[src/rtl/twin_dac_pkg.sv]
package twin_dac_pkg;

    localparam int DAC_W   = 12;
    localparam int NUM_CH  = 2;
    localparam int TRIG_N  = 8;
    localparam int SEL_W   = $clog2(TRIG_N);
    localparam int AMP_W   = 4;
    localparam int AMP_CAP = 11;

    typedef logic [DAC_W-1:0] sample_t;

    typedef enum logic [1:0] {
        FMT_R12  = 2'd0,
        FMT_L12  = 2'd1,
        FMT_R8   = 2'd2,
        FMT_NONE = 2'd3
    } fmt_e;

    typedef struct packed {
        logic             trig_en;
        logic [SEL_W-1:0] src;
        logic [1:0]       wave;
        logic [AMP_W-1:0] amp;
    } lane_cfg_t;

    // Turning point of the triangle for an amplitude code, clamped at AMP_CAP.
    function automatic sample_t tri_peak(input logic [AMP_W-1:0] amp);
        logic [AMP_W-1:0] c;
        c = (amp > AMP_W'(AMP_CAP)) ? AMP_W'(AMP_CAP) : amp;
        return sample_t'((32'd1 << (32'(c) + 32'd1)) - 32'd1);
    endfunction

    // Extracts one channel's held sample from a packed dual-channel word.
    function automatic sample_t unpack_word(input fmt_e fmt, input logic [31:0] w,
                                            input logic ch);
        case (fmt)
            FMT_R12: return ch ? w[27:16] : w[11:0];
            FMT_L12: return ch ? w[31:20] : w[15:4];
            default: return ch ? {w[15:8], 4'h0} : {w[7:0], 4'h0};
        endcase
    endfunction

endpackage

[src/rtl/twin_dac_edge.sv]
module twin_dac_edge #(
    parameter int N = 8
) (
    input  logic         clk,
    input  logic         rst,
    input  logic [N-1:0] lvl,
    output logic [N-1:0] rise
);
    logic [N-1:0] prev_q;

    always_ff @(posedge clk) begin
        if (rst) prev_q <= '0;
        else     prev_q <= lvl;
    end

    assign rise = lvl & ~prev_q;
endmodule

[src/rtl/twin_dac_tri.sv]
module twin_dac_tri
    import twin_dac_pkg::*;
(
    input  logic             clk,
    input  logic             rst,
    input  logic             clear,
    input  logic             step,
    input  logic [AMP_W-1:0] amp,
    output sample_t          count
);
    sample_t cnt_q;
    logic    down_q;
    sample_t peak;

    assign peak  = tri_peak(amp);
    assign count = cnt_q;

    always_ff @(posedge clk) begin
        if (rst || clear) begin
            cnt_q  <= '0;
            down_q <= 1'b0;
        end else if (step) begin
            if (!down_q) begin
                if (cnt_q >= peak) begin
                    down_q <= 1'b1;
                    cnt_q  <= cnt_q - sample_t'(1);
                end else begin
                    cnt_q  <= cnt_q + sample_t'(1);
                end
            end else begin
                if (cnt_q == '0) begin
                    down_q <= 1'b0;
                    cnt_q  <= cnt_q + sample_t'(1);
                end else begin
                    cnt_q  <= cnt_q - sample_t'(1);
                end
            end
        end
    end
endmodule

[src/rtl/twin_dac_lane.sv]
module twin_dac_lane
    import twin_dac_pkg::*;
#(
    parameter int LAT = 3
) (
    input  logic              clk,
    input  logic              rst,
    input  logic              cfg_we,
    input  lane_cfg_t         cfg_in,
    input  logic              hold_we,
    input  sample_t           hold_in,
    input  logic [TRIG_N-1:0] rise,
    input  logic              sw,
    output sample_t           dout
);
    localparam int PW = $clog2(LAT + 1);

    lane_cfg_t       cfg_q;
    sample_t         hold_q;
    sample_t         stage_q;
    sample_t         dout_q;
    sample_t         tri_cnt;
    logic [PW-1:0]   pend_q;
    logic            tri_on;
    logic            fire;
    logic            land;

    assign tri_on = cfg_q.trig_en && cfg_q.wave[1];
    assign fire   = cfg_q.trig_en && (pend_q == '0) && (rise[cfg_q.src] || sw);
    assign land   = cfg_q.trig_en && (pend_q == PW'(1));
    assign dout   = dout_q;

    twin_dac_tri u_tri (
        .clk   (clk),
        .rst   (rst),
        .clear (~tri_on),
        .step  (land && tri_on),
        .amp   (cfg_q.amp),
        .count (tri_cnt)
    );

    always_ff @(posedge clk) begin
        if (rst) begin
            cfg_q   <= '0;
            hold_q  <= '0;
            stage_q <= '0;
            dout_q  <= '0;
            pend_q  <= '0;
        end else begin
            if (cfg_we)  cfg_q  <= cfg_in;
            if (hold_we) hold_q <= hold_in;
            if (!cfg_q.trig_en) begin
                pend_q <= '0;
                dout_q <= hold_q;
            end else begin
                if (fire) begin
                    pend_q  <= PW'(LAT);
                    stage_q <= hold_q + (tri_on ? tri_cnt : sample_t'(0));
                end else if (pend_q != '0) begin
                    pend_q  <= pend_q - PW'(1);
                end
                if (land) dout_q <= stage_q;
            end
        end
    end
endmodule

[src/rtl/twin_dac_ctrl.sv]
module twin_dac_ctrl
    import twin_dac_pkg::*;
#(
    parameter int XFER_LAT = 3
) (
    input  logic        clk,
    input  logic        rst,
    input  logic        cfg_we,
    input  logic        cfg_sel,
    input  logic        cfg_trig_en,
    input  logic [2:0]  cfg_src,
    input  logic [1:0]  cfg_wave,
    input  logic [3:0]  cfg_amp,
    input  logic        hold_we,
    input  logic [1:0]  hold_fmt,
    input  logic [31:0] hold_word,
    input  logic [7:0]  trig_in,
    input  logic [1:0]  sw_trig,
    output logic [11:0] dout0,
    output logic [11:0] dout1
);
    logic [TRIG_N-1:0] rise;
    lane_cfg_t         cfg_word;
    logic              hold_ok;
    sample_t           lane_out [NUM_CH];

    assign cfg_word = '{trig_en: cfg_trig_en, src: cfg_src, wave: cfg_wave, amp: cfg_amp};
    assign hold_ok  = hold_we && (fmt_e'(hold_fmt) != FMT_NONE);

    twin_dac_edge #(.N(TRIG_N)) u_edge (
        .clk  (clk),
        .rst  (rst),
        .lvl  (trig_in),
        .rise (rise)
    );

    for (genvar ch = 0; ch < NUM_CH; ch++) begin : g_lane
        twin_dac_lane #(.LAT(XFER_LAT)) u_lane (
            .clk     (clk),
            .rst     (rst),
            .cfg_we  (cfg_we && (cfg_sel == 1'(ch))),
            .cfg_in  (cfg_word),
            .hold_we (hold_ok),
            .hold_in (unpack_word(fmt_e'(hold_fmt), hold_word, 1'(ch))),
            .rise    (rise),
            .sw      (sw_trig[ch]),
            .dout    (lane_out[ch])
        );
    end

    assign dout0 = lane_out[0];
    assign dout1 = lane_out[1];
endmodule

[config.mk]
export PLATFORM = sky130hd
export DESIGN_NAME = twin_dac_ctrl
export DESIGN_NICKNAME = d
export VERILOG_FILES = /design/src/rtl/twin_dac_pkg.sv /design/src/rtl/twin_dac_edge.sv /design/src/rtl/twin_dac_tri.sv /design/src/rtl/twin_dac_lane.sv /design/src/rtl/twin_dac_ctrl.sv
export SDC_FILE = /design/constraint.sdc
export NUM_CORES = 1
export LEC_CHECK = 0
export CORE_UTILIZATION = 26
export CTS_CLUSTER_SIZE = 8
export DETAILED_ROUTE_END_ITERATION = 10
export PLACE_DENSITY = 0.51
export SYNTH_ARGS = -nofsm -noshare
export SYNTH_HDL_FRONTEND = slang
export SYNTH_SLANG_ARGS = --single-unit
[constraint.sdc]
create_clock -name clk -period 8.5 [get_ports clk]
set_clock_uncertainty 0.15 [all_clocks]
set_input_delay 1.7 -clock clk [delete_from_list [all_inputs] [get_ports clk]]
set_output_delay 1.7 -clock clk [all_outputs]
set_load 0.03 [all_outputs]
==> impl_results.md, run 1 <==
- Status: complete, no violations
- Initial antenna violation count: 0
- Reg area: 2562 um2
- Drt wl/cell: 15.12 um
- Core Region: 30590 um2
- Crit path kind: in2reg
- CTS tree: built
- Area fraction of the dominant cell type after synthesis: 0.3171
- Met2 wire length: 9354 um
- Initial Util: 0.2642
- Distinct cells, synth: 57
- Top sig layer: met4
- WL met1: 11190 um
- Layout cell share with drive strength beyond 1: 0.06890
- Critical path arrival: 4210 ps
- Pwr/cell area: 161.8 nW/um2
- Non-Filler Instances: 1441
- DRT iter0 DRCs: 316
- DIE HEIGHT: 178.3 um
- Final Hold Vio Count: 0
- CTS Buffer Depth: 2
- H-tree levels: 4
- Delay-heaviest family, CP: simple AND/OR/NAND/NOR gates
- Sequential fraction of the synthesis area: 0.3171
- Final setup viols: 0
- Sequential power share: 0.411
- Sw Share: 0.2894
- Gate Count Post-Synth: 986
- Final WL: 21800 um
- # rows: 64
- Crit-path cells: clkdlybuf4s50_1 -> nand2b_1 -> mux4_2 -> mux2i_1 -> or2_2 -> and3_1 -> mux2i_1 -> nor2_1
- HPWL Detailed: 15650 um
- CTS buffer count: 17
- CP Capture Type: register
- CTS clk-pin slew, worst paths: 70 ps
- Final Wtd Congestion: 0.8319
- Routed Antenna Nets: 0
- Logic gate share of total power: 0.142
- Horiz. Die Dim: 178.3 um
- Grt total ovfl: 0
- CTS Sinks: 128
- First-pass GRT wire length: 35780 um
- Yosys warns: 0
- Leak: 0.003606 uW
- Highest fanout seen on the critical path: 17
- FFs w/ async S/R, synth: 0
- Top cells by count, synth: 129 x nor2_1, 128 x dfxtp_1, 77 x a21oi_1, 67 x nand2_1, 60 x mux2i_1
- Most instantiated library cell after synthesis: nor2_1
- Unrepaired setup endpoints after global routing: no
- Synth area leaders: dfxtp_1 32%, ha_1 9.0%, mux2i_1 7.4%, nor2_1 6.0%, a21oi_1 4.8%
- Setup Buffers After CTS: 0
- Final Max Tran Viols: 0
- N_diodes: 0
- IO Port Bufs: 81
- Vias in the first global route: 6757
- Total GRT Usage: 0.1420
- DR vias/cell: 4.854
- DIE AREA: 31790 um2
- CTS root buf: clkbuf_16
- Ports: 83
- Fmax: 0.2450 GHz
- Post-synthesis instance area: 8082 um2
- DRC: 0
- Worst R2R Setup Slack: 4820 ps
- Clock share of power: 0.446
- Total power: 1576 uW
- Cts repair resizes: 0
- Placed Cells: 1409
- CP max stage cell: and3_1
- Fin nets: 1151
- Multi-input gate area: 5147 um2
- Filler cells: 3264
- Int Pwr: 1120 uW
- CP bufs+invs: 1
- Crit-path most repeated cell: mux2i_1
- Startpoint class of the critical path: input pin
- Area growth, synth to finish: 20.50%
- Tmin final: 4082 ps
- Post-synth top area cell: dfxtp_1
- Delay of the slowest cell on the worst path: 760 ps
- Post-route clock period utilization: 0.4802
- Avg Inst Size Synth: 8.196 um2
- Largest net degree at the start of global routing: 82
- Met3 wire length: 895 um
- Max-cap check violation count: 0
- P_sw: 456.1 uW
- Main flop type after synthesis: dfxtp_1
- Flops & latches, synth: 128
- Hold bufs inserted after CTS: 0
- Worst-margin pin slew: 946.7 ps
- Later-pin clock latency in the skew report: 420 ps
- Worst EP required: 8630 ps
- Slew headroom: 0.3688
- VDD IR max: 0.0001011 V
- First-pass DRT Iterations: 6
- Setup_tns: 0 ps
- Post-synth EDFFs: 0
- Worst hold path class: reg2reg
- DR vias: 6994
## kinds of logic after synthesis
| group | synth area share |
|---|---|
| AND/OR/NAND/NOR | 0.2321 |
| other | 0.0004640 |
| AO/OA/AOI/OAI | 0.1694 |
| adder cells (fa/ha/maj) | 0.09475 |
| buffers and inverters | 0.04737 |
| multiplexers | 0.1064 |
| flip-flops | 0.3171 |
| XOR/XNOR | 0.03251 |
## registers in the layout, summed over array words and instances, names as in the netlist
register / cells
g_lane.u_lane.cfg_q: 18
g_lane.u_lane.pend_q: 4
g_lane.u_lane.hold_q: 24
g_lane.u_lane.u_tri.count: 24
u_edge.prev_q: 8
g_lane.u_lane.stage_q: 24
g_lane.u_lane.dout: 24
g_lane.u_lane.u_tri.down_q: 2
## tightest hold or removal path, stage by stage, from the launching register on
cell and delay (ps):
dfxtp_1 320, nand2_1 50, a21oi_1 50
## path summary, 6_finish.rpt
kind,depth (start not counted),to,from
worst min register to register,2,g_lane[1].u_lane.cfg_q[7],g_lane[1].u_lane.cfg_q[7]
worst max register to register,15,g_lane[1].u_lane.u_tri.count[8],g_lane[1].u_lane.cfg_q[0]
worst min-delay path,2,g_lane[1].u_lane.cfg_q[7],g_lane[1].u_lane.cfg_q[7]
worst max-delay path,8,g_lane[0].u_lane.stage_q[6],trig_in[1]
## per-layer routing
metal,vias to the layer above,track usage
li1,3630,-
met1,3207,0.2036
met2,139,0.2147
met3,18,0.02707
met4,0,0.03849
met5,-,0
## through the flow
| step | cell area [um2] | utilization | setup WS [ps] | hold WS [ps] |
|---|---|---|---|---|
| 6_report | 9738 | 0.3183 | 4418 | 316.7 |
| 3_5_place_dp | 9175 | 0.2999 | 3925 | 312.7 |
| 2_1_floorplan | 8093 | - | 5067 | 294.9 |
| 5_1_grt | 9738 | 0.3183 | 4209 | 344.9 |
| 4_1_cts | 9738 | 0.3183 | 4367 | 321.8 |
| 3_3_place_gp | 9175 | 0.2999 | 3901 | 307.1 |
## placed cells by master (no fill, tap or decap), types with 6 or more instances in the layout
master,instances
o21ai_0,30
o22ai_1,15
clkbuf_16,17
a211oi_1,45
nor2_1,129
or3_1,10
mux2i_1,60
o21a_1,8
dfxtp_1,128
nor2b_1,18
and2_1,6
mux2_2,15
inv_1,29
nand3b_1,6
xor2_1,8
nand2_1,67
a21oi_1,77
buf_4,8
nand4_1,15
ha_1,58
and3_1,25
xnor2_1,22
nor3_1,26
clkdlybuf4s50_1,80
nand3_1,35
a211oi_2,6
nand2b_1,21
## cell type report
| class | instances | share of cell area |
|---|---|---|
| clock buffer | 18 | 0.04510 |
| clock inverter | 14 | 0.01272 |
| inverter | 29 | 0.01118 |
| multi-input combinational | 768 | 0.5286 |
| sequential | 128 | 0.2631 |
| tap | 396 | 0.05088 |
| timing repair buffer | 88 | 0.08840 |
## power by group through the flow
stage          sequential, uW  clock (uW)  combinational [uW]
2_1_floorplan             664           0                 141
3_3_place_gp              662           0                 224
3_5_place_dp              662           0                 225
4_1_cts                   649         722                 227
5_1_grt                   652         750                 249
6_report                  648         704                 224
Power figures use the tool's default switching activity.
==> run 2, diff against run 1 <==
Clock period 8.5 ns to 4.2 ns, I/O delays scaled along.
==> run 2 against run 1 <==
Sequential share of layout area shrank 0.27 points. Cell count grew 0.42%. Routed wire length grew 0.93%. Sequential cell count is the same. Largest power group unchanged.
==> impl_results.md, run 2 (same netlist as run 1, synthesis figures left out) <==
- CTS root buf: clkbuf_16
- First-pass GRT wire length: 36100 um
- Worst-margin pin slew: 805.3 ps
- Initial Util: 0.2642
- DR vias: 7033
- Setup_tns: 0 ps
- Unrepaired setup endpoints after global routing: no
- Initial antenna violation count: 0
- Largest net degree at the start of global routing: 51
- Setup Buffers After CTS: 0
- Worst reg2reg path startpoint: g_lane[1].u_lane.cfg_q[0]
- Post-route clock period utilization: 0.8454
- Total GRT Usage: 0.1442
- # rows: 64
- Final WL: 22000 um
- Reg area: 2562 um2
- N_diodes: 0
- Hold Path Origin: g_lane[1].u_lane.cfg_q[7]
- Tmin final: 3551 ps
- H-tree levels: 4
- Hold bufs inserted after CTS: 0
- IO Port Bufs: 81
- Vias in the first global route: 6911
- Critical path arrival: 3690 ps
- Highest fanout seen on the critical path: 8
- Final Max Tran Viols: 0
- CTS Buffer Depth: 2
- DRT iter0 DRCs: 285
- Worst EP required: 4340 ps
- Filler cells: 3265
- Met2 wire length: 9818 um
- VDD IR max: 0.0001949 V
- Later-pin clock latency in the skew report: 420 ps
- Layout cell share with drive strength beyond 1: 0.07136
- Worst reg2reg endpoint: g_lane[1].u_lane.u_tri.count[8]
- WL met1: 11210 um
- Slew headroom: 0.4615
- Ports: 83
- Worst hold path class: reg2reg
- Top sig layer: met4
- Final setup viols: 0
- Leak: 0.003663 uW
- Fin nets: 1158
- Crit path kind: reg2reg
- Commonest non-fill, non-tap cell in the layout: nor2_1
- DR vias/cell: 4.860
- Core Region: 30590 um2
- CP Capture Type: register
- DIE HEIGHT: 178.3 um
- Routed Antenna Nets: 0
- Drt wl/cell: 15.20 um
- Final Hold Vio Count: 0
- Cts repair resizes: 0
- Startpoint class of the critical path: register
- Horiz. Die Dim: 178.3 um
- R2r worst-path depth: 15
- DIE AREA: 31790 um2
- CTS tree: built
- Final Wtd Congestion: 0.8596
- Met3 wire length: 784 um
- First-pass DRT Iterations: 5
- Hold slack: 319.6 ps
- Worst R2R Setup Slack: 650 ps
- Worst Hold Endpoint: g_lane[1].u_lane.cfg_q[7]
- DRC: 0
- Fmax: 0.2816 GHz
- Hold-critical path depth: 2
- Most frequent cells in the layout: 129 x nor2_1, 128 x dfxtp_1, 80 x clkdlybuf4s50_1
- Status: complete, no violations
- Max-cap check violation count: 0
- Pwr/cell area: 339.8 nW/um2
- Area growth, synth to finish: 21.75%
- Grt total ovfl: 0
- CTS Sinks: 128
- Multi-input gate area: 5147 um2
- CTS clk-pin slew, worst paths: 60 ps
- CTS buffer count: 17
- HPWL Detailed: 16200 um
==> run 2: cell count changes in the layout (fill, tap and decap cells not counted) <==
| cell | delta |
|---|---|
| bufinv_16 | +4 |
| buf_4 | +7 |
| clkinvlp_4 | -1 |
| clkbuf_1 | +3 |
| inv_8 | -4 |
| inv_6 | -3 |
| clkinv_2 | +1 |
| clkinv_4 | -1 |
==> run 2: critical path: stages (launching register included) <==
cell	delay, ps
dfxtp_1	370
or2_2	330
nand2b_1	160
ha_1	280
nor2_1	110
nand3_1	80
a21oi_1	140
a21oi_1	70
ha_1	290
nand2_1	60
nor3_1	170
a21oi_1	110
o211a_1	270
or4_1	560
a21oi_1	200
nor3b_2	60
==> run 2: where the power goes <==
| part | switching, uW | internal, uW | leakage (uW) | total [uW] |
|---|---|---|---|---|
| Combinational | 241 | 215 | 0.00232 | 456 |
| Clock | 565 | 1010 | 0.000301 | 1570 |
| Sequential | 51.9 | 1260 | 0.00104 | 1320 |
==> run 2: area by class of cell <==
cell class                 instances  area share
timing repair buffer              95     0.09283
multi-input combinational        768      0.5231
inverter                          29     0.01106
tap                              396     0.05036
sequential                       128      0.2604
clock inverter                    10     0.01640
clock buffer                      21     0.04578
==> run 2: worst max path at each step <==
stage	from	to	slack [ps]	depth (start not counted)
2_1_floorplan	g_lane[1].u_lane.cfg_q[0]	g_lane[1].u_lane.u_tri.count[8]	770	17
3_3_place_gp	g_lane[1].u_lane.cfg_q[0]	g_lane[1].u_lane.u_tri.count[8]	670	15
3_5_place_dp	g_lane[1].u_lane.cfg_q[0]	g_lane[1].u_lane.u_tri.count[8]	660	15
4_1_cts	g_lane[1].u_lane.cfg_q[0]	g_lane[1].u_lane.u_tri.count[8]	650	15
5_1_grt	g_lane[1].u_lane.cfg_q[0]	g_lane[1].u_lane.u_tri.count[8]	410	15
6_report	g_lane[1].u_lane.cfg_q[0]	g_lane[1].u_lane.u_tri.count[8]	650	15
==> run 2: routing by layer <==
layer,track usage,vias up
met5,0,-
li1,-,3644
met3,0.02664,13
met1,0.2034,3242
met4,0.03602,0
met2,0.2245,134
==> run 2: through the flow <==
step | utilization | instance area, um2 | total power (uW) | instances | setup WS (ps)
global placement | 0.3017 | 9228 | 1799 | 1416 | 666.2
CTS | 0.3217 | 9839 | 3386 | 1447 | 646.1
detailed placement | 0.3017 | 9228 | 1804 | 1416 | 658.6
global route | 0.3217 | 9839 | 3499 | 1447 | 413.2
floorplan | - | 8093 | 1630 | 989 | 767.4
finish | 0.3217 | 9839 | 3343 | 1447 | 649.3
==> run 3, diff against run 2 <==
Settings changed: PLACE_DENSITY 0.51 to 0.52.
Clock period 4.2 ns to 2.9 ns, I/O delays scaled along.
==> run 3 against run 2 <==
The flow now finishes with violations (negative setup slack). Clock power increased by 34%. Power up 44%. Routed wire length increased by 3.9%. Fmax is 15% higher. Final area up 6.9%. Via count is 5.7% higher. Sequential share of layout area decreased by 1.6 points. Sequential cell count did not move. Highest routed layer unchanged. Combinational power grew 75%.
==> impl_results.md, run 3 (same netlist as run 1, synthesis figures left out) <==
- Status: finished with violations
- Failing checks: negative setup slack
- DIE AREA: 31790 um2
- Worst hold path class: in2reg
- CTS root buf: clkbuf_16
- First-pass GRT wire length: 36820 um
- Highest fanout seen on the critical path: 7
- Horiz. Die Dim: 178.3 um
- Ports: 83
- Fmax: 0.3250 GHz
- Critical path arrival: 3220 ps
- Initial antenna violation count: 0
- Final Wtd Congestion: 0.8432
- Vias in the first global route: 7085
- Hold slack: 314.1 ps
- Area growth, synth to finish: 30.11%
- Post-route clock period utilization: 1.061
- DRT iter0 DRCs: 382
- Later-pin clock latency in the skew report: 430 ps
- Final instance area: 10520 um2
- Placed Cells: 1459
- Total GRT Usage: 0.1468
- CP Capture Type: register
- HPWL Detailed: 16760 um
- Final Hold Vio Count: 0
- Reg area: 2570 um2
- First-pass DRT Iterations: 6
- DRC: 0
- CTS clk-pin slew, worst paths: 60 ps
- Multi-input gate area: 5454 um2
- CTS Sinks: 128
- Commonest non-fill, non-tap cell in the layout: nor2_1
- DR vias/cell: 4.978
- Slew headroom: 0.2993
- IO Port Bufs: 81
- Filler cells: 3209
- Final setup viols: 15
- VDD IR max: 0.0003850 V
- Tmin final: 3077 ps
- Largest net degree at the start of global routing: 61
- Final WL: 22860 um
- CTS tree: built
- Layout cell share with drive strength beyond 1: 0.1658
- Hold bufs inserted after CTS: 0
- Final Max Tran Viols: 0
- Drt wl/cell: 15.30 um
- Routed Antenna Nets: 0
- Area after DPL: 9637 um2
- Worst-margin pin slew: 1045 ps
- Worst EP required: 3050 ps
- Max-cap check violation count: 0
- DIE HEIGHT: 178.3 um
- CTS Buffer Depth: 2
- Non-Filler Instances: 1494
- H-tree levels: 4
- Startpoint class of the critical path: register
- Leak: 0.003925 uW
- Most frequent cells in the layout: 124 x nor2_1, 122 x dfxtp_1, 80 x clkdlybuf4s50_1
- CTS buffer count: 17
- Setup slack after layout: -177.1 ps
- Grt total ovfl: 0
- Fin nets: 1204
- Pwr/cell area: 456.3 nW/um2
- Unrepaired setup endpoints after global routing: yes
- Crit path kind: reg2reg
- DR vias: 7437
- Initial Util: 0.2642
- # rows: 64
- Core Region: 30590 um2
- N_diodes: 0
[run 3: cell types whose count changed in the layout (fill, tap and decap cells not counted), moves of 5 or more]
cell	delta
nor2_1	-5
a21oi_2	+10
dfxtp_1	-6
a21oi_1	-10
o21ai_0	-7
dfxtp_2	+6
mux2i_1	-5
buf_4	+38
buf_6	+5
o21ai_1	+5
[run 3: report_power, final]
part / internal (uW) / leakage (uW) / total [uW] / switching [uW]
clock: 1220 / 0.000268 / 2110 / 892
combinational: 390 / 0.00261 / 798 / 409
sequential: 1830 / 0.00105 / 1890 / 61.4
total: 3440 / 0.00393 / 4800 / 1360
[run 3: layout make-up]
type / count / area share
timing repair buffer: 141 / 0.1251
clock buffer: 19 / 0.04212
tap: 396 / 0.04712
sequential: 128 / 0.2444
clock inverter: 13 / 0.01226
inverter: 29 / 0.01035
multi-input combinational: 768 / 0.5187
[run 3: what timing repair did]
item	4_1_cts	5_1_grt
buffers inserted	0	2
setup endpoints to repair	23	25
gates resized for setup	29	39
pin swaps	8	28
gates cloned	1	0
[run 3: critical path, stage by stage (launching register included)]
cell	delay (ps)
dfxtp_2	320
or2_4	240
nand2b_4	140
ha_4	180
nor2_1	100
nand3_1	90
a21oi_2	140
a21oi_2	40
ha_1	280
nand2_2	70
nor3_4	180
a21oi_2	80
o211a_4	300
or4_4	440
a21oi_2	150
nor3b_2	50
[run 3: through the flow]
| stage | total power [uW] | utilization | TNS [ps] | setup WS [ps] |
|---|---|---|---|---|
| after CTS | 4829 | 0.3377 | -392.7 | -138.6 |
| after global placement | 2663 | 0.3150 | -1653 | -209.2 |
| after floorplan | 2375 | - | 0 | 185.1 |
| final | 4798 | 0.3438 | -689.8 | -177.1 |
| after global routing | 5012 | 0.3438 | -4652 | -326.9 |
| after detailed placement | 2669 | 0.3150 | -2392 | -250.0 |
[run 3: worst paths after layout]
| kind | start | to | slack (ps) | cells after the start |
|---|---|---|---|---|
| setup / recovery | g_lane[1].u_lane.cfg_q[1] | g_lane[1].u_lane.u_tri.count[8] | -180 | 15 |
| hold / removal | rst | g_lane[1].u_lane.stage_q[2] | 310 | 2 |
| setup reg to reg | g_lane[1].u_lane.cfg_q[1] | g_lane[1].u_lane.u_tri.count[8] | -180 | 15 |
| hold reg to reg | g_lane[1].u_lane.cfg_q[7] | g_lane[1].u_lane.cfg_q[7] | 320 | 2 |
[run 3: layer usage]
metal / track usage / vias up / wire length (um)
li1: - / 3744 / -
met1: 0.1859 / 3514 / 10530
met2: 0.2503 / 153 / 11260
met3: 0.02344 / 26 / 684
met4: 0.05226 / 0 / 386
met5: 0 / - / 0
